==> src/rtl/asf_pkg.sv <==
package asf_pkg;

   typedef enum logic {
      ASF_OP_ADD = 1'b0,
      ASF_OP_SUB = 1'b1
   } asf_op_e;

   typedef struct packed {
      logic neg;
      logic ovf;
      logic zero;
      logic cry;
   } asf_flags_t;

   localparam int ASF_ADDER_INFERRED = 0;
   localparam int ASF_ADDER_RIPPLE   = 1;

   localparam int ASF_OVF_SIGN_CMP   = 0;
   localparam int ASF_OVF_CARRY_XOR  = 1;

endpackage

==> src/rtl/asf_operand_prep.sv <==
module asf_operand_prep
   import asf_pkg::*;
#(
   parameter int DATA_W = 8
) (
   input  asf_op_e             op,
   input  logic [DATA_W-1:0]   operand,
   output logic [DATA_W-1:0]   eff_operand
);

   localparam logic [DATA_W-1:0] ALL_ONES = {DATA_W{1'b1}};

   always_comb begin
      if (op == ASF_OP_SUB) eff_operand = operand ^ ALL_ONES;
      else                  eff_operand = operand;
   end

endmodule

==> src/rtl/asf_adder.sv <==
module asf_adder
   import asf_pkg::*;
#(
   parameter int DATA_W = 8,
   parameter int STYLE  = ASF_ADDER_INFERRED
) (
   input  logic [DATA_W-1:0] a,
   input  logic [DATA_W-1:0] b,
   input  logic              cin,
   output logic [DATA_W-1:0] sum,
   output logic              c_into_msb,
   output logic              cout
);

   localparam int MSB = DATA_W - 1;

   if (STYLE == ASF_ADDER_RIPPLE) begin : g_ripple
      logic [DATA_W:0] carry;
      assign carry[0] = cin;
      for (genvar i = 0; i < DATA_W; i++) begin : g_bit
         assign sum[i]     = a[i] ^ b[i] ^ carry[i];
         assign carry[i+1] = (a[i] & b[i]) | (carry[i] & (a[i] ^ b[i]));
      end
      assign c_into_msb = carry[MSB];
      assign cout       = carry[DATA_W];
   end else begin : g_inferred
      logic [MSB:0] low;
      always_comb begin
         low        = {1'b0, a[MSB-1:0]} + {1'b0, b[MSB-1:0]} + {{MSB{1'b0}}, cin};
         c_into_msb = low[MSB];
         sum        = {a[MSB] ^ b[MSB] ^ low[MSB], low[MSB-1:0]};
         cout       = (a[MSB] & b[MSB]) | (low[MSB] & (a[MSB] ^ b[MSB]));
      end
   end

endmodule

==> src/rtl/asf_flag_gen.sv <==
module asf_flag_gen
   import asf_pkg::*;
#(
   parameter int DATA_W    = 8,
   parameter int OVF_STYLE = ASF_OVF_SIGN_CMP
) (
   input  logic              a_msb,
   input  logic              b_msb,
   input  logic [DATA_W-1:0] sum,
   input  logic              c_into_msb,
   input  logic              cout,
   output asf_flags_t        flags,
   output logic              ovf_alt
);

   logic ovf_cmp;
   logic ovf_cry;

   assign ovf_cmp = (a_msb == b_msb) && (sum[DATA_W-1] != a_msb);
   assign ovf_cry = c_into_msb ^ cout;

   if (OVF_STYLE == ASF_OVF_CARRY_XOR) begin : g_ovf_cry
      assign flags.ovf = ovf_cry;
      assign ovf_alt   = ovf_cmp;
   end else begin : g_ovf_cmp
      assign flags.ovf = ovf_cmp;
      assign ovf_alt   = ovf_cry;
   end

   assign flags.neg  = sum[DATA_W-1];
   assign flags.zero = (sum == '0);
   assign flags.cry  = cout;

endmodule

==> src/rtl/asf_unit.sv <==
module asf_unit
   import asf_pkg::*;
#(
   parameter int                 DATA_W      = 8,
   parameter int                 STAT_W      = 8,
   parameter int                 N_POS       = 7,
   parameter int                 V_POS       = 6,
   parameter int                 Z_POS       = 1,
   parameter int                 C_POS       = 0,
   parameter logic [DATA_W-1:0]  RST_ACC     = '0,
   parameter logic [STAT_W-1:0]  RST_STAT    = 'h24,
   parameter int                 ADDER_STYLE = ASF_ADDER_INFERRED,
   parameter int                 OVF_STYLE   = ASF_OVF_SIGN_CMP
) (
   input  logic              clk,
   input  logic              rst,
   input  logic              in_valid,
   input  logic              op_sub,
   input  logic [7:0]        operand,
   input  logic [7:0]        acc_in,
   input  logic [7:0]        status_in,
   output logic [7:0]        acc_out,
   output logic [7:0]        status_out
);

   localparam int MSB = DATA_W - 1;
   localparam logic [STAT_W-1:0] OWN_MASK =
      STAT_W'((1 << N_POS) | (1 << V_POS) | (1 << Z_POS) | (1 << C_POS));
   localparam logic [STAT_W-1:0] PASS_MASK = ~OWN_MASK;

   // elaboration-time parameter checks
   if (DATA_W != 8 || STAT_W != 8) begin : g_bad_width
      $error("asf_unit: port widths are fixed at 8 bits");
   end
   if (N_POS >= STAT_W || V_POS >= STAT_W || Z_POS >= STAT_W || C_POS >= STAT_W) begin : g_bad_pos
      $error("asf_unit: flag position outside status byte");
   end
   if (N_POS == V_POS || N_POS == Z_POS || N_POS == C_POS ||
       V_POS == Z_POS || V_POS == C_POS || Z_POS == C_POS) begin : g_dup_pos
      $error("asf_unit: flag positions must be distinct");
   end
   if (ADDER_STYLE != ASF_ADDER_INFERRED && ADDER_STYLE != ASF_ADDER_RIPPLE) begin : g_bad_adder
      $error("asf_unit: unknown ADDER_STYLE");
   end
   if (OVF_STYLE != ASF_OVF_SIGN_CMP && OVF_STYLE != ASF_OVF_CARRY_XOR) begin : g_bad_ovf
      $error("asf_unit: unknown OVF_STYLE");
   end

   asf_op_e            op;
   logic [DATA_W-1:0]  eff_b;
   logic [DATA_W-1:0]  sum;
   logic               c_msb;
   logic               cout;
   asf_flags_t         flags;
   logic               ovf_alt;
   logic [STAT_W-1:0]  next_stat;

   assign op = asf_op_e'(op_sub);

   asf_operand_prep #(.DATA_W(DATA_W)) prep_i (
      .op          (op),
      .operand     (operand),
      .eff_operand (eff_b)
   );

   asf_adder #(.DATA_W(DATA_W), .STYLE(ADDER_STYLE)) add_i (
      .a          (acc_in),
      .b          (eff_b),
      .cin        (status_in[C_POS]),
      .sum        (sum),
      .c_into_msb (c_msb),
      .cout       (cout)
   );

   asf_flag_gen #(.DATA_W(DATA_W), .OVF_STYLE(OVF_STYLE)) flg_i (
      .a_msb      (acc_in[MSB]),
      .b_msb      (eff_b[MSB]),
      .sum        (sum),
      .c_into_msb (c_msb),
      .cout       (cout),
      .flags      (flags),
      .ovf_alt    (ovf_alt)
   );

   for (genvar i = 0; i < STAT_W; i++) begin : g_stat
      if (i == N_POS) begin : g_n
         assign next_stat[i] = flags.neg;
      end else if (i == V_POS) begin : g_v
         assign next_stat[i] = flags.ovf;
      end else if (i == Z_POS) begin : g_z
         assign next_stat[i] = flags.zero;
      end else if (i == C_POS) begin : g_c
         assign next_stat[i] = flags.cry;
      end else begin : g_pass
         assign next_stat[i] = status_in[i];
      end
   end

   always_ff @(posedge clk) begin
      if (rst) begin
         acc_out    <= RST_ACC;
         status_out <= RST_STAT;
      end else if (in_valid) begin
         acc_out    <= sum;
         status_out <= next_stat;
      end
   end

   // no strobe, no change
   p_hold_idle_r8: assert property (@(posedge clk) disable iff (rst)
      !in_valid |=> ($stable(acc_out) && $stable(status_out)));

   // unowned status bits pass through
   p_pass_bits_r7: assert property (@(posedge clk) disable iff (rst)
      in_valid |=> (((status_out ^ $past(status_in)) & PASS_MASK) == '0));

   // N tracks result sign, Z tracks zero result
   p_neg_sign_r6: assert property (@(posedge clk) disable iff (rst)
      in_valid |=> (status_out[N_POS] == acc_out[MSB]));
   p_zero_flag_r6: assert property (@(posedge clk) disable iff (rst)
      in_valid |=> (status_out[Z_POS] == (acc_out == '0)));

   // opposite-sign adder inputs never overflow
   p_no_overflow_r3: assert property (@(posedge clk) disable iff (rst)
      (in_valid && (acc_in[MSB] != eff_b[MSB])) |=> !status_out[V_POS]);

   // both overflow formulations agree
   p_ovf_agree_r3: assert property (@(posedge clk) disable iff (rst)
      in_valid |-> (flags.ovf == ovf_alt));

   // subtracting a larger value with no pending borrow clears carry
   p_borrow_r5: assert property (@(posedge clk) disable iff (rst)
      (in_valid && op_sub && status_in[C_POS] && (operand > acc_in)) |=> !status_out[C_POS]);

   // subtracting an equal value with carry set gives zero and no borrow
   p_sub_equal_r4: assert property (@(posedge clk) disable iff (rst)
      (in_valid && op_sub && status_in[C_POS] && (operand == acc_in))
         |=> (acc_out == '0 && status_out[C_POS]));

endmodule

==> config.mk <==
export PLATFORM = sky130hd
export DESIGN_NAME = asf_unit
export DESIGN_NICKNAME = d
export VERILOG_FILES = /design/src/rtl/asf_pkg.sv /design/src/rtl/asf_operand_prep.sv /design/src/rtl/asf_adder.sv /design/src/rtl/asf_flag_gen.sv /design/src/rtl/asf_unit.sv
export SDC_FILE = /design/constraint.sdc
export NUM_CORES = 1
export LEC_CHECK = 0
export BUFFER_PORTS_ARGS = -buffer_cell sky130_fd_sc_hd__clkbuf_2
export CAP_MARGIN = 20
export CORE_MARGIN = 1.5
export CORE_UTILIZATION = 41
export DETAILED_ROUTE_END_ITERATION = 10
export HOLD_SLACK_MARGIN = 0.1
export MAX_ROUTING_LAYER = met4
export PLACE_DENSITY = 0.75
export SETUP_SLACK_MARGIN = 0.5
export SYNTH_ARGS = -nofsm -noshare
export SYNTH_HDL_FRONTEND = slang
export SYNTH_SLANG_ARGS = --single-unit
==> constraint.sdc <==
create_clock -name clk -period 3.25 [get_ports clk]
set_input_delay 0.65 -clock clk [delete_from_list [all_inputs] [get_ports clk]]
set_output_delay 0.65 -clock clk [all_outputs]
set_load 0.02 [all_outputs]
* After elaboration in Yosys (flattened, before gate mapping)
Index checks and enable logic that the tools add are counted.
** Word-level totals
- Output and inout port bits :: 16
- Bits of input ports :: 28
- Flip-flop bits (word level) :: 16
- Word-level logic and storage cells :: 15
** Operators by class
- Eq/ne operators :: 2
- Muxes and demuxes :: 1
- Add/sub/neg operators :: 2
- Reductions and logical operators :: 2
- Bitwise gates (word level) :: 6
** Operators by type and width (number)
- 7-bit by 7-bit adder with 8-bit output :: 1
- 8-bit by 1-bit adder with 8-bit output :: 1
- 8-bit zero test :: 1
- 8-bit two-way mux :: 1
- 8-bit inverter :: 1
- 1-bit AND :: 2
- 1-bit bitwise XOR :: 2
- 1-bit == test :: 1
- 1-bit logical AND :: 1
- 1-bit != test :: 1
- 1-bit bitwise OR :: 1

* Longest topological paths before layout
Gate-level depths: netlist (run 1).
- Depth in word-level cells :: 7
- Gate-level depth with buffers :: 13
- Depth with buffers taken out :: 12

* Hierarchy
From an unflattened synthesis (run 1), not the netlist that was laid out.
** Unflattened totals
- Cells, all modules :: 109
- Area total of the unflattened synthesis :: 1041.0 um^2
** Modules (own cells, without submodules)
- asf_unit :: area each 583.1 um^2, times used 1, cells each 52
- asf_adder :: area each 310.3 um^2, times used 1, cells each 38
- asf_operand_prep :: area each 81.3 um^2, times used 1, cells each 9
- asf_flag_gen :: area each 66.3 um^2, times used 1, cells each 10

* Least setup slack after synthesis (run 1)
OpenSTA, ideal clock, no wires.
- Path type :: input to register
- Start point :: input op_sub
- End point :: register status_out[1]
- Path buffers :: 1
- Arrival :: 3430 ps
- Stages :: 13
- Data required time :: 3183 ps
- Setup slack :: -247 ps
- Setup time :: 67 ps
- Cell sequence :: clkbuf_1 > xor2_1 > fa_1 > a211oi_2 > o21ai_0 > o211ai_1 > and2_1 > o21bai_1 > fa_1 > nor2_1 > nand4_1 > a2111o_1 > o21ai_2
** Between the ends
- Longest elaborated chain between the ends :: 5
- Elaborated cells between the ends (all ways) :: 6
- Those cells by class :: add/sub: 2; mux: 1; bitwise: 2; reduce/logical: 1
** Ends and longest elaborated chain
- start: declaration :: RTL line asf_unit.sv:18 : input logic op_sub,
- 8-bit two-way mux * :: RTL line asf_operand_prep.sv:14 : if (op == ASF_OP_SUB) eff_operand = operand ^ ALL_ONES;
- 7-bit by 7-bit adder with 8-bit output :: RTL line asf_adder.sv:29 : low = {1'b0, a[MSB-1:0]} + {1'b0, b[MSB-1:0]} + {{MSB{1'b0}}, cin};
- 8-bit by 1-bit adder with 8-bit output :: RTL line asf_adder.sv:29
- 1-bit bitwise XOR * :: RTL line asf_adder.sv:31 : sum = {a[MSB] ^ b[MSB] ^ low[MSB], low[MSB-1:0]};
- named net add_i.sum[7] :: RTL line asf_adder.sv:10 : output logic [DATA_W-1:0] sum,
- 8-bit zero test * :: RTL line asf_flag_gen.sv:31 : assign flags.zero = (sum == '0);
- end signal: assignment :: RTL line asf_unit.sv:105 : status_out <= next_stat;
- end: declaration :: RTL line asf_unit.sv:23 : output logic [7:0] status_out
The timed path passes the listed nets; every way through them passes the cells marked *.
A chain may end at the register's enable or synchronous reset.

* Final worst setup path (run 1)
- Start point :: input op_sub
- End point :: register status_out[1]
** Between the ends
- Longest elaborated chain between the ends :: 5
- Elaborated cells between the ends (all ways) :: 6
- Those cells by class :: add/sub: 2; mux: 1; bitwise: 2; reduce/logical: 1
** Ends and longest elaborated chain (RTL line)
- 8-bit two-way mux * :: asf_operand_prep.sv:14
- 7-bit by 7-bit adder with 8-bit output :: asf_adder.sv:29
- 8-bit by 1-bit adder with 8-bit output :: asf_adder.sv:29
- 1-bit bitwise XOR :: asf_adder.sv:31
- 8-bit zero test * :: asf_flag_gen.sv:31
Mark *: on every way between the ends. The rest lies on a longest branch, timed or not.

==> results.toml, run 1 <==
[outcome]
status = "complete, no violations"

[timing]
rsz0062_at_grt = "true"
setup-violations-final = 0
fin_hold_ws_ns = 0.485
skew_ns = 0
finalHoldViolCount = 0
layout_worst_path_cycle_share = 0.899
setup-tns-final_ns = 0
maxSlewHeadroom = 0.670
tightest_slew_ns = 0.495
drv_slew = 0
finalCriticalPeriod_ns = 2.92
max_freq_mhz = 342
setup_ws_ns = 0.330

[critical_path]
end_kind = "flip-flop"
cp_max_fo = 6
critPathArrivalTime_ns = 3.13
critPathRequiredTime_ns = 3.46
crit_type = "input pin to flip-flop"
cp-start-kind = "input pin"

[final_layout]
multi_input_area_sq_um = 676
fin_nets = 198
n_fill_cell = 179
diodes = 0
layout-drive-gt1-share = 0.453
seq_area_sq_um = 300
fin_util = 0.639
area_delta_synth_final_pct = 46.9

[global_routing]
grt_pass1_vias = 879
grt_overflow = 0
grt_max_degree = 21
antenna_found_initial = 0
grt_pass1_wl_um = 3390
grt_usage = 0.172

[pwr]
p_leak_uw = 0.000699
total_power_uw = 600
p_per_area_mw_per_mm2 = 424
ir_drop_uv = 204

[yosys]
yosysSeqAreaShare = 0.312
syn_avg_cell_area_sq_um = 9.53
yosysTopAreaCellShare = 0.312
synth_top_area_cell = "dfxtp_1"
synth.distinct_cells = 30
synthArstFlopShare = 0
synth_most_common_cell = "nor2_1"
ys.flop_type = "dfxtp_1"
synth_common_cells = "nor2_1, dfxtp_1, mux2i_1, xor2_1, ha_1"
synthCells = 101
syn_nets = 139
synth_seq_cells = 15
ys_top_cells_by_area = "dfxtp_1, mux2i_1, ha_1"
syn_area_sq_um = 962
synth_edf_count = 0
ys_warn_count = 0

[floorplanning]
initial_utilization = 0.435
die-height_um = 51.4
die_area_sq_mm = 0.00265
row_count = 17
io_pins = 44
core_sq_mm = 0.00221
die_w_um = 51.4

[job]
drv_cap = 0

[routing]
drtIter0Drc = 2
ant_nets = 0
first_pass_iters = 3
drc = 0
drt-total-wl_um = 2180
num_vias = 933
viasPerCell = 4.99
wl_per_cell_um = 11.6

[clocking]
hold_buffers = 0
cts.sinks = 15
cts_buffer_depth = 2
clkSlewWorstSetupHoldPaths_ns = 0.08
numCtsBuffers = 3
htreeDepth = 1
tritoncts = "built"
cts_root_buf = "clkbuf_4"
insertion_delay_ns = 0.28

[min_path]
hold_path.class = "flip-flop to flip-flop"

[place]
finalWeightedCongestion = 0.802
hpwl_um = 1620
port_buffers = 40
place_ws_ns = -0.0578
==> repair_timing <==
item,CTS,global route
endpoints found under the setup margin,4,4
gates resized for setup,4,6
buffers inserted,7,2
pin swaps,5,6
==> worst max-delay path: stages <==
cell	delay, ns
clkbuf_16	0.14
xor2_1	0.16
ha_1	0.29
o21ai_0	0.12
o21ai_1	0.16
o211ai_1	0.13
buf_4	0.16
buf_4	0.12
buf_4	0.12
buf_4	0.12
buf_4	0.12
buf_4	0.13
buf_4	0.12
buf_4	0.12
a2111o_1	0.37
o21ai_2	0.10
==> cells by family after synthesis <==
logic type	synth area share
AO/OA/AOI/OAI	0.142
XOR/XNOR	0.109
adder cells (fa/ha/maj)	0.153
buffers and inverters	0.0325
flip-flops	0.312
multiplexers	0.104
AND/OR/NAND/NOR	0.147
==> per-stage QoR <==
step,std cells,area (sq um)
global placement,174,1270
floorplan,101,1000
CTS,185,1370
global route,187,1410
finish,187,1410
detailed placement,174,1270
==> registers in the layout, indices dropped and copies added (netlist names) <==
name / count
acc_out: 8
status_out: 7
==> power breakdown <==
part           leakage (uW)  internal, uW  switching [uW]  total, uW
Clock             0.0000150          47.5            56.7        104
Combinational      0.000561           140             142        282
Sequential         0.000124           203            10.4        214
Total              0.000699           390             209        600
==> layer usage <==
layer,vias to the layer above,GRT usage,part of all wire
met5,-,-,0
met4,0,0.0789,0.014
met3,4,0.0205,0.052
met2,29,0.308,0.52
met1,433,0.188,0.42
li1,467,-,-
==> layout make-up <==
cell class                      instances  share of cell area
Tap cell                               28              0.0248
Clock buffer                            4              0.0186
Sequential cell                        15               0.212
Timing Repair Buffer                   59               0.261
Inverter                                2             0.00531
Multi-Input combinational cell         79               0.478
==> path summary, 6_finish.rpt <==
| path | to | from | slack [ns] | cells past startpoint |
|---|---|---|---|---|
| worst max-delay path | status_out[1] | op_sub | 0.33 | 16 |
| worst min-delay path | acc_out[5] | acc_out[5] | 0.48 | 2 |
| worst max register to register | status_out[1] | status_out[1] | 2.34 | 2 |
| worst min register to register | acc_out[5] | acc_out[5] | 0.48 | 2 |
==> placed cells by master (no fill, tap or decap), types with 2 or more instances in the layout <==
cell	synthesis	layout
buf_4	1	19
nor2b_1	2	2
ha_1	7	7
clkbuf_4	0	3
inv_1	2	2
dfxtp_1	15	15
nor2_1	19	19
mux2i_1	10	10
xor2_1	10	8
clkbuf_2	0	38
nor3b_1	2	2
fa_1	3	2
a211o_1	3	3
a211oi_2	1	2
o21ai_0	4	3
(Power assumes the default switching activity.)
==> inputs of run 2 (changes only) <==
--- a/config.mk
+++ b/config.mk
@@ -7,12 +7,15 @@
 export LEC_CHECK = 0
 export BUFFER_PORTS_ARGS = -buffer_cell sky130_fd_sc_hd__clkbuf_2
 export CAP_MARGIN = 20
+export CELL_PAD_IN_SITES_DETAIL_PLACEMENT = 0
+export CELL_PAD_IN_SITES_GLOBAL_PLACEMENT = 2
 export CORE_MARGIN = 1.5
-export CORE_UTILIZATION = 41
+export CORE_UTILIZATION = 23
+export CTS_CLUSTER_SIZE = 20
 export DETAILED_ROUTE_END_ITERATION = 10
 export HOLD_SLACK_MARGIN = 0.1
 export MAX_ROUTING_LAYER = met4
-export PLACE_DENSITY = 0.75
+export PLACE_DENSITY = 0.74
 export SETUP_SLACK_MARGIN = 0.5
 export SYNTH_ARGS = -nofsm -noshare
 export SYNTH_HDL_FRONTEND = slang
==> run 2 against run 1 <==
  * Combinational power down 1%
  * Setup slack better by 0.023 ns
  * First-iteration DRC count grew to 9.0 times the previous value
  * Sequential share of layout area is 0.42 points lower
  * Wire length up 3.0%
  * Largest power group unchanged
==> results.toml, run 2 (synthesis results as in run 1) <==
[final_layout]
largest_register_ffs = 8
multi_input_area_sq_um = 664
final_common_cell = "clkbuf_2"
seq_area_sq_um = 300
area_delta_synth_final_pct = 49.9
layout-drive-gt1-share = 0.459
diodes = 0
reg_top3 = "acc_out x8, status_out x7"
fin_nets = 198
final_cell_mix = "clkbuf_2, nor2_1, buf_4"
top_register = "acc_out"
final_design_area_no_fill_sq_mm = 0.00144
n_fill_cell = 425

[critical_path]
crit_type = "input pin to flip-flop"
end_kind = "flip-flop"
critPathArrivalTime_ns = 3.08
cp-start-kind = "input pin"
critPathRequiredTime_ns = 3.43
cp_max_fo = 2
reg2regPathDepth = 2
rrSetupSlack_ns = 2.33

[pwr]
p_leak_uw = 0.000704
ir_drop_uv = 158
p_seq_frac = 0.332
clockPowerShare = 0.236
p_comb_frac = 0.431
total_power_uw = 645
p_per_area_mw_per_mm2 = 447
power.internal_uw = 428
switching_power_uw = 218
swShare = 0.337

[global_routing]
grt_max_degree = 21
grt_pass1_vias = 860
grt_pass1_wl_um = 3620
grt_overflow = 0
grt_usage = 0.107
antenna_found_initial = 0

[timing]
finalHoldViolCount = 0
max_freq_mhz = 345
tightest_slew_ns = 0.491
skew_ns = 0
fin_hold_ws_ns = 0.475
layout_worst_path_cycle_share = 0.891
setup-violations-final = 0
rsz0062_at_grt = "true"
maxSlewHeadroom = 0.672
finalCriticalPeriod_ns = 2.90
drv_slew = 0

[place]
hpwl_um = 1770
finalWeightedCongestion = 0.800
port_buffers = 40
placed_area_sq_mm = 0.00129

[clocking]
clkSlewWorstSetupHoldPaths_ns = 0.06
cts.sinks = 15
numCtsBuffers = 3
cts_buffer_depth = 2
htreeDepth = 1
tritoncts = "built"
hold_buffers = 0
cts_root_buf = "clkbuf_8"
insertion_delay_ns = 0.25

[min_path]
worstHoldPathCells = 2
hold_path.class = "flip-flop to flip-flop"

[floorplanning]
initial_utilization = 0.241
io_pins = 44
core_sq_mm = 0.00400
die-height_um = 67.7
die_area_sq_mm = 0.00458
row_count = 23
die_w_um = 67.7

[routing]
drtIter0Drc = 18
num_vias = 895
drt-total-wl_um = 2240
first_pass_iters = 4
wl_per_cell_um = 10.7
ant_nets = 0
drc = 0
viasPerCell = 4.28

[job]
drv_cap = 0

[outcome]
status = "complete, no violations"
-- run 2: critical path, cell delays in order --
cell and delay (ns):
clkbuf_2 0.10, xor2_2 0.17, fa_2 0.34, a211oi_2 0.23
o21ai_1 0.12, o211ai_1 0.11, and2_1 0.17, o21bai_2 0.09
fa_1 0.47, nor2_1 0.11, nand4_1 0.09, a2111o_1 0.32
o21ai_2 0.10
-- run 2: layout make-up --
cell class                 instances  share of cell area
sequential                        15               0.208
clock inverter                     1             0.00347
tap                               50              0.0434
clock buffer                       3              0.0286
timing repair buffer              59               0.251
multi-input combinational         79               0.461
inverter                           2             0.00520
-- run 2: timing repair --
action | CTS | global route
setup buffers | 8 | 1
gates cloned | 0 | 0
endpoints found under the setup margin | 3 | 5
pin swaps | 4 | 5
resized for setup | 4 | 4
-- run 2: stage by stage --
stage / setup TNS, ns / util / setup slack [ns] / std cells
floorplan: 0 / - / 0.119 / 101
global placement: -0.115 / 0.323 / -0.0784 / 196
detailed placement: -0.165 / 0.323 / -0.0929 / 196
CTS: 0 / 0.355 / 0.314 / 208
global route: 0 / 0.361 / 0.182 / 209
finish: 0 / 0.361 / 0.353 / 209
-- run 2: power groups by stage --
stage / combinational [uW] / sequential (uW) / clock [uW]
after floorplan: 137 / 241 / 0
after global placement: 240 / 218 / 0
after detailed placement: 245 / 218 / 0
after CTS: 271 / 215 / 158
after global routing: 311 / 217 / 163
final: 278 / 215 / 153
-- run 2: per-layer routing --
layer  GRT usage  wire length (um)  vias to the layer above
li1            -                 -                      469
met1       0.134              1010                      405
met2       0.174              1140                       21
met3      0.0100                92                        0
met4      0.0459                 0                        0
met5           -                 0                        -
-- run 2: worst paths after layout --
path / from / end
setup / recovery: operand[0] / status_out[1]
setup reg to reg: status_out[1] / status_out[1]
hold reg to reg: acc_out[5] / acc_out[5]
hold / removal: acc_out[5] / acc_out[5]
